File: src/rtl/csa_pkg.sv
package csa_pkg;

  // one-bit generate term
  function automatic logic pg_gen(input logic x, input logic y);
    return x & y;
  endfunction

  // one-bit propagate term
  function automatic logic pg_prop(input logic x, input logic y);
    return x ^ y;
  endfunction

  // sum bit from propagate and incoming carry
  function automatic logic cell_sum(input logic p, input logic c);
    return p ^ c;
  endfunction

  // carry out of a one-bit cell
  function automatic logic cell_carry(input logic g, input logic p, input logic c);
    return g | (p & c);
  endfunction

endpackage

File: src/rtl/csa_bit_cell.sv
module csa_bit_cell (
  input  logic x,
  input  logic y,
  input  logic ci,
  output logic s,
  output logic co
);
  import csa_pkg::*;

  logic g_w;
  logic p_w;

  assign g_w = pg_gen(x, y);
  assign p_w = pg_prop(x, y);
  assign s   = cell_sum(p_w, ci);
  assign co  = cell_carry(g_w, p_w, ci);
endmodule

File: src/rtl/csa_ripple_block.sv
module csa_ripple_block #(
  parameter int W = 4
) (
  input  logic [W-1:0] x,
  input  logic [W-1:0] y,
  input  logic         ci,
  output logic [W-1:0] s,
  output logic         co
);
  logic [W:0] chain;

  assign chain[0] = ci;

  for (genvar i = 0; i < W; i++) begin : g_cell
    csa_bit_cell u_cell (
      .x  (x[i]),
      .y  (y[i]),
      .ci (chain[i]),
      .s  (s[i]),
      .co (chain[i+1])
    );
  end

  assign co = chain[W];
endmodule

File: src/rtl/csa_select_group.sv
module csa_select_group #(
  parameter int W = 4
) (
  input  logic [W-1:0] x,
  input  logic [W-1:0] y,
  input  logic         sel,
  output logic [W-1:0] s,
  output logic         co,
  output logic [W-1:0] alt0_s,
  output logic         alt0_co,
  output logic [W-1:0] alt1_s,
  output logic         alt1_co
);
  // rail tied to carry-in 0
  csa_ripple_block #(.W(W)) u_rail0 (
    .x  (x),
    .y  (y),
    .ci (1'b0),
    .s  (alt0_s),
    .co (alt0_co)
  );

  // rail tied to carry-in 1
  csa_ripple_block #(.W(W)) u_rail1 (
    .x  (x),
    .y  (y),
    .ci (1'b1),
    .s  (alt1_s),
    .co (alt1_co)
  );

  // late-arriving carry only steers the output
  always_comb begin
    if (sel) begin
      s  = alt1_s;
      co = alt1_co;
    end else begin
      s  = alt0_s;
      co = alt0_co;
    end
  end
endmodule

File: src/rtl/csa_adder.sv
module csa_adder #(
  parameter int WIDTH = 32,
  parameter int GROUP = 4
) (
  input  logic [WIDTH-1:0] a,
  input  logic [WIDTH-1:0] b,
  input  logic             cin,
  output logic [WIDTH-1:0] sum,
  output logic             cout
);
  localparam int NGRP = WIDTH / GROUP;

  if (WIDTH % GROUP != 0) begin : g_bad_split
    $error("csa_adder: WIDTH must be a multiple of GROUP");
  end

  // named internal events, observed by the bound checker
  logic [NGRP:0]    grp_carry;
  logic [WIDTH-1:0] rail0_sum;
  logic [WIDTH-1:0] rail1_sum;
  logic [NGRP-1:0]  rail0_co;
  logic [NGRP-1:0]  rail1_co;

  assign grp_carry[0] = cin;

  for (genvar gi = 0; gi < NGRP; gi++) begin : g_grp
    localparam int LO = gi * GROUP;
    if (gi == 0) begin : g_base
      logic [GROUP-1:0] s_w;
      logic             co_w;
      csa_ripple_block #(.W(GROUP)) u_base (
        .x  (a[LO +: GROUP]),
        .y  (b[LO +: GROUP]),
        .ci (grp_carry[0]),
        .s  (s_w),
        .co (co_w)
      );
      assign sum[LO +: GROUP]       = s_w;
      assign grp_carry[1]           = co_w;
      assign rail0_sum[LO +: GROUP] = s_w;
      assign rail1_sum[LO +: GROUP] = s_w;
      assign rail0_co[0]            = co_w;
      assign rail1_co[0]            = co_w;
    end else begin : g_sel
      csa_select_group #(.W(GROUP)) u_sel (
        .x       (a[LO +: GROUP]),
        .y       (b[LO +: GROUP]),
        .sel     (grp_carry[gi]),
        .s       (sum[LO +: GROUP]),
        .co      (grp_carry[gi+1]),
        .alt0_s  (rail0_sum[LO +: GROUP]),
        .alt0_co (rail0_co[gi]),
        .alt1_s  (rail1_sum[LO +: GROUP]),
        .alt1_co (rail1_co[gi])
      );
    end
  end

  assign cout = grp_carry[NGRP];
endmodule

File: config.mk
export PLATFORM = sky130hd
export DESIGN_NAME = csa_adder
export DESIGN_NICKNAME = d
export VERILOG_FILES = /design/src/rtl/csa_pkg.sv /design/src/rtl/csa_bit_cell.sv /design/src/rtl/csa_ripple_block.sv /design/src/rtl/csa_select_group.sv /design/src/rtl/csa_adder.sv
export SDC_FILE = /design/constraint.sdc
export NUM_CORES = 1
export LEC_CHECK = 0
export CORE_ASPECT_RATIO = 1.4
export CORE_UTILIZATION = 30
export DETAILED_ROUTE_END_ITERATION = 8
export GPL_TIMING_DRIVEN = 0
export PLACE_DENSITY = 0.9
export SLEW_MARGIN = 20
export SYNTH_ARGS = -nofsm -noshare
export SYNTH_HDL_FRONTEND = slang
export SYNTH_SLANG_ARGS = --single-unit
File: constraint.sdc
create_clock -name vclk -period 16.8
set_clock_uncertainty 0.15 [all_clocks]
set_input_delay 2.52 -clock vclk [all_inputs]
set_output_delay 2.52 -clock vclk [all_outputs]
set_load 0.005 [all_outputs]
Word level (Yosys, flattened, before mapping) --
Cells that the tools add are included.
Word-level totals: flip-flop bits (word level) 0, latch bits 0, memory bits (writable) 0, ROM bits 0, input bits 65, output and inout port bits 33, word-level logic and storage cells 230, memories 0
Operators by class: add/subtract/negate cells 0, multiply operators 0, div/mod/pow operators 0, order comparisons 0, equality and inequality tests 0, shift operators 0, mux-type cells 14, bitwise logic cells 216, reduce and logical (&&, ||, !) cells 0
Operators with widths (number):
- AND 1 bit | 78
- bitwise XOR 1 bit | 78
- OR 1 bit | 53
- 2-to-1 mux 4 bit | 7
- 2-to-1 mux 1 bit | 7
- NOT 1 bit | 7

Logic depth before layout (Yosys ltp) --
Gate-level depths: netlist (run 1).
depth in word-level cells 16, mapped depth 41, gate-level depth less buffers 41

Modules after synthesis --
From an unflattened synthesis (run 1), not the netlist that was laid out.
Second synthesis, totals: cells, all modules 109, area total of the unflattened synthesis 1647.8 um^2
Modules (own cells, without submodules):
- csa_bit_cell | times used 60, cells each 1, area each 20.0 um^2, seq. area each 0.0 um^2
- csa_select_group | times used 7, cells each 7, area each 63.8 um^2, seq. area each 0.0 um^2

Worst setup path after synthesis (run 1) --
Ideal clock, no wire load.
path kind input to output, start point in a[0], end point out sum[31], arrival time 13.287 ns, required time 14.130 ns, path slack 0.843 ns, cell stages on the path 41, buffers on the path 0, path through inv_1 > fa_1 > inv_1 > fa_1 > fa_1 > fa_1 > nor2_1 > a21oi_1 > fa_1 > fa_1 > fa_1 > mux2i_1 > fa_1 > fa_1 > fa_1 > nor2_1 > a21oi_1 > fa_1 > [5 not listed] > fa_1 > fa_1 > nor2_1 > a21oi_1 > fa_1 > fa_1 > fa_1 > nor2_1 > a21oi_1 > fa_1 > fa_1 > fa_1 > mux2i_1 > fa_1 > fa_1 > inv_1 > fa_1 > inv_1
Between the ends: word-level cells in the longest chain between the ends 16, elaborated cells on any way between the ends 17, those cells by class mux: 7; bitwise: 10
Ends and longest elaborated chain:
- start, declared | line csa_adder.sv:5 | input logic [WIDTH-1:0] a,
- bitwise XOR 1 bit | line csa_pkg.sv:10 | return x ^ y;
- AND 1 bit | line csa_pkg.sv:20 | return g | (p & c);
- OR 1 bit (*) | line csa_pkg.sv:20
- AND 1 bit (*) | line csa_pkg.sv:20
- OR 1 bit (*) | line csa_pkg.sv:20
- AND 1 bit (*) | line csa_pkg.sv:20
- OR 1 bit (*) | line csa_pkg.sv:20
- AND 1 bit (*) | line csa_pkg.sv:20
- OR 1 bit (*) | line csa_pkg.sv:20
- 2-to-1 mux 1 bit (*) (6 in series) | line csa_select_group.sv:34 | if (sel) begin
- 2-to-1 mux 4 bit (*) | line csa_select_group.sv:34
- end, declared | line csa_adder.sv:8 | output logic [WIDTH-1:0] sum,
Mark *: on every way between the ends. The rest lies on a longest branch, timed or not.

Worst setup path in the final report (run 1) --
Same ends and word-level chain as after synthesis.

==> qor.txt, run 1 <==
Min-Delay Endpoint: sum[28]
Post-synthesis sequential area ratio: 0%
Nets: 297
DRT antenna net count: 0
HPWL Detailed: 2.695 mm
Syn_nets: 192
Post-CTS Hold Buffers: 0
WL/cell: 12.79 um
Worst Hold Margin: 5.993 ns
Pwr Density: 41.08 nW/um2
Syn Area/Cell: 10.55 um2
Die area: 3324 um2
Worst-Margin Slew: 0.2036 ns
Normalized max-slew margin: 86.04%
VDD IR-drop max: 25.29 uV
Setup violations, final: 0
Number of port buffers: 98
Arrival time worst endpoint: 13.77 ns
Die Y-Extent: 67.82 um
Share of layout cells above drive strength 1: 15.71%
Core Region: 2907 um2
Largest area contributor in the netlist: fa_1
Multi-input combinational cell area: 854.6 um2
Final Util: 70.43%
# fillers: 199
Worst-path cell with the longest stage delay: clkdlybuf4s50_1
GRT Total Usage: 18.52%
Startpoint Class: input port
Status: finished clean
Via count: 980
Cells after Synth: 88
Hold/Removal Path Class: input port to output port
Initial core utilization: 31.94%
Remaining DRCs: 0
Share of Yosys cell area claimed by the top area cell type: 53.91%
Number of clock buffers in the layout: 0
Number of max-cap violations: 0
Post-synth top cells: inv_1 (26), fa_1 (25), ha_1 (14)
Io pins: 98
Pleak: 0.8934 nW
First-pass GRT wire length: 4.671 mm
Nature of the critical path endpoint: output port
Congestion Overflow GR: 0
Part of the cycle the worst path needs: 97.85%
Largest net degree at the start of global routing: 4
Die X: 49.02 um
Top post-synthesis cells by area: fa_1 (54%), ha_1 (19%), inv_1 (11%)
Vias in the first global route: 1044
WL final: 2.917 mm
Drt first pass iters: 3
Most used cell, CP: fa_2
Slew Limit Fails: 0
YS warnings: 0
Number of sequential cells: 0
Crit path largest cell delay: 0.49 ns
Gpl congestion: 0.7049
Antenna violations before repair: 0
Final Hold Viols: 0
Top-count cell post-synth: inv_1
Yosys cell types: 8
Max FO, Critical Path: 3
Worst path required time: 14.13 ns
WS Path Type: input port to output port
RSZ-0062 raised after global routing: false
Worst Hold Launch: b[28]
Syn-to-layout area delta: 120.5%
Synth Cell Area: 928.4 um2
Hold-critical path depth: 5
Starting DRT DRC Count: 11
Row cnt: 23
Max Clk Rate: 60.83 MHz
Avg Vias per Cell: 4.298
Post-route minimum period: 16.44 ns
Register area: 0 um2
# diodes: 0
## where the power goes
part,switching (W),leakage [nW],internal (W)
Clock,0,0,0
Combinational,0.0000276,0.893,0.0000565
Sequential,0,0,0
Total,0.0000276,0.893,0.0000565
## cell type report
type,count,share of cell area (%)
repair buffers,103,49.76
well taps,37,2.262
inverters,26,4.768
multi-input cells,58,41.75
plain buffers,4,1.467
## per-stage QoR
stage / TNS (ns) / std cells / setup slack [ns] / area, um2 / power [W]
after floorplan: 0 / 88 / 0.8429 / 928.4 / 0.00002626
after global placement: -0.7710 / 223 / -0.5054 / 1956 / 0.00007824
after detailed placement: -1.244 / 223 / -0.6468 / 1956 / 0.00008034
after CTS: 0 / 227 / 0.02175 / 2021 / 0.00008391
after global routing: 0 / 228 / 0.002253 / 2047 / 0.00009195
final: 0 / 228 / 0.3612 / 2047 / 0.00008408
## how the worst max path moves through the flow
stage / slack (ns) / endpoint / cells past startpoint / start
global route: 0.002 / sum[31] / 43 / b[0]
finish: 0.36 / sum[31] / 43 / a[0]
CTS: 0.02 / sum[31] / 43 / a[0]
detailed placement: -0.65 / sum[31] / 43 / a[0]
global placement: -0.51 / sum[31] / 43 / a[0]
floorplan: 0.84 / sum[31] / 41 / a[0]
## critical path: cells and delay by family
kind            cells  cell delay [ns]
fa+ha+maj          25             8.93
compound gates      5             0.32
simple gates        5             0.54
mux                 2             0.33
buf+inv             6             1.16
## kinds of logic after synthesis
| group | share of synthesized area, % |
|---|---|
| adder cells (fa/ha/maj) | 72.78 |
| buffers and inverters | 13.75 |
| XOR/XNOR | 6.604 |
| AO/OA/AOI/OAI | 2.695 |
| AND/OR/NAND/NOR | 2.022 |
| multiplexers | 2.156 |
## layer usage
| layer | global-route usage (%) | wire [um] | vias to the layer above |
|---|---|---|---|
| li1 | - | - | 455 |
| met1 | 17.75 | 931 | 433 |
| met2 | 38.72 | 1559 | 90 |
| met3 | 6.667 | 399 | 2 |
| met4 | 1.471 | 25 | 0 |
| met5 | 0 | 0 | - |
## repair_timing
action                                  in CTS  in global routing
pin swaps                                    6                  6
setup buffers                                4                  1
endpoints found under the setup margin       3                  2
gates resized for setup                     14                  7
## placed cells by master (no fill, tap or decap), drive strengths merged
master	instances
fa	25
xor2	7
inv	26
mux2i	2
a21oi	5
ha	14
clkdlybuf4s50	98
nor2	5
buf	9
Power figures use the tool's default switching activity.
==> run 2, diff against run 1 <==
PLACE_DENSITY = not set   (was 0.9)
PLACE_DENSITY_LB_ADDON = 0.15   (was not set)
==> run 2 against run 1 <==
Net effect: wire length shrank 6.1%; die area is the same; largest power group unchanged; cell area up 2.0%; first-iteration DRC count shrank 91%; final cell count up 1.3%; non-clock buffer count rose by 3; utilization is 1.4 points higher; via count is 0.71% higher; setup slack improved by 0.33 ns.
==> qor.txt, run 2 (synthesized netlist as in run 1, its figures left out) <==
Worst Path Buf+Inv: 6 (unchanged)
GRT Total Usage: 15.78% (was 18.52%)
Core Region: 2907 um2 (unchanged)
Initial core utilization: 31.94% (unchanged)
Die X: 49.02 um (unchanged)
HPWL Detailed: 2.451 mm (was 2.695 mm)
Worst-Margin Slew: 0.2469 ns (was 0.2036 ns)
Number of port buffers: 98 (unchanged)
Via count: 987 (was 980)
Nature of the critical path endpoint: output port (unchanged)
Max FO, Critical Path: 3 (unchanged)
Critical path's top delay family: adder cells (unchanged)
Worst path required time: 14.13 ns (about the same)
Post-route minimum period: 16.11 ns (was 16.44 ns)
Nets: 300 (was 297)
Hold/Removal Path Class: input port to output port (unchanged)
Final Hold Viols: 0 (unchanged)
Register area: 0 um2 (unchanged)
Normalized max-slew margin: 83.54% (was 86.04%)
WL/cell: 11.86 um (was 12.79 um)
Placed Area: 1956 um2 (unchanged)
Pwr Density: 40.39 nW/um2 (was 41.08 nW/um2)
Startpoint Class: input port (unchanged)
Setup violations, final: 0 (unchanged)
Pleak: 0.9137 nW (was 0.8934 nW)
Status: finished clean (unchanged)
Part of the cycle the worst path needs: 95.88% (was 97.85%)
Io pins: 98 (unchanged)
Number of max-cap violations: 0 (unchanged)
Largest net degree at the start of global routing: 4 (unchanged)
WL final: 2.739 mm (was 2.917 mm)
Gpl congestion: 0.7386 (was 0.7049)
Drt first pass iters: 2 (was 3)
Vias in the first global route: 933 (was 1044)
Most used cell, CP: fa_2 (unchanged)
Worst-path cell with the longest stage delay: clkdlybuf4s50_1 (unchanged)
WS Path Type: input port to output port (unchanged)
Setup tns final: 0 ns (unchanged)
Number of clock buffers in the layout: 0 (unchanged)
Antenna violations before repair: 0 (unchanged)
Max Clk Rate: 62.08 MHz (was 60.83 MHz)
VDD IR-drop max: 26.85 uV (was 25.29 uV)
Crit path largest cell delay: 0.44 ns (was 0.49 ns)
Most frequent cells in the layout: clkdlybuf4s50_1 (97), inv_1 (26), fa_2 (22), ha_1 (14), buf_4 (12) (was clkdlybuf4s50_1 (98), inv_1 (26), fa_2 (19), ha_1 (14), buf_4 (9))
Die area: 3324 um2 (unchanged)
Avg Vias per Cell: 4.273 (was 4.298)
DRT antenna net count: 0 (unchanged)
Arrival time worst endpoint: 13.44 ns (was 13.77 ns)
Tot Pwr: 0.00008435 W (was 0.00008408 W)
Final Cell Area: 2088 um2 (was 2047 um2)
Syn-to-layout area delta: 124.9% (was 120.5%)
First-pass GRT wire length: 4.077 mm (was 4.671 mm)
Die Y-Extent: 67.82 um (unchanged)
Post-CTS Hold Buffers: 0 (unchanged)
RSZ-0062 raised after global routing: false (unchanged)
Number of sequential cells: 0 (unchanged)
Slew Limit Fails: 0 (unchanged)
Most common cell after layout, fill and taps aside: clkdlybuf4s50_1 (unchanged)
Final Util: 71.85% (was 70.43%)
Starting DRT DRC Count: 1 (was 11)
Congestion Overflow GR: 0 (unchanged)
Share of layout cells above drive strength 1: 20.10% (was 15.71%)
Row cnt: 23 (unchanged)
Remaining DRCs: 0 (unchanged)
# diodes: 0 (unchanged)
## run 2: cell count changes in the layout (fill, tap and decap cells not counted), sizes merged
cell | previous run | this run
buf | 9 | 12
dlymetal6s2s | 0 | 1
clkdlybuf4s50 | 98 | 97
## run 2: final timing paths
path / from / cells after the start / endpoint
setup / recovery: a[0] / 43 / cout
hold / removal: b[31] / 5 / sum[31]
## run 2: per-layer routing
metal	up-vias	GRT usage (%)	routed length, um
met5	-	0	0
met4	0	2.574	36
met3	4	3.556	259
met2	63	30.73	1542
met1	457	17.75	900
li1	463	-	-
## run 2: where the power goes
part | total [W] | switching, W | internal, W
clock network | 0 | 0 | 0
logic | 0.0000844 | 0.0000270 | 0.0000574
registers | 0 | 0 | 0
## run 2: layout make-up
| type | count | area (um2) |
|---|---|---|
| inverter | 26 | 97.59 |
| buffer | 4 | 30.03 |
| fill | 226 | 818.3 |
| timing repair buffer | 106 | 1044 |
| tap | 37 | 46.29 |
| multi-input combinational | 58 | 870.8 |
## run 2: stage by stage
stage	cells	worst slack, ns	hold WS [ns]
detailed placement	223	-0.6785	5.999
CTS	226	0.03078	6.005
finish	231	0.6917	5.691
global placement	223	-0.4771	5.981
floorplan	88	0.8429	5.042
global route	231	0.2937	5.733
## run 2: repair_timing
item / CTS / global route
gates resized for setup: 14 / 14
hold endpoints to repair: 0 / 0
pin swaps: 4 / 11
buffers inserted: 3 / 5
endpoints found under the setup margin: 3 / 3
==> run 3, diff against run 2 <==
ABC_CLOCK_PERIOD_IN_PS = 16800   (was not set)
==> results of run 3 <==
Final layout, timing and power as in run 2 (identical DEF).
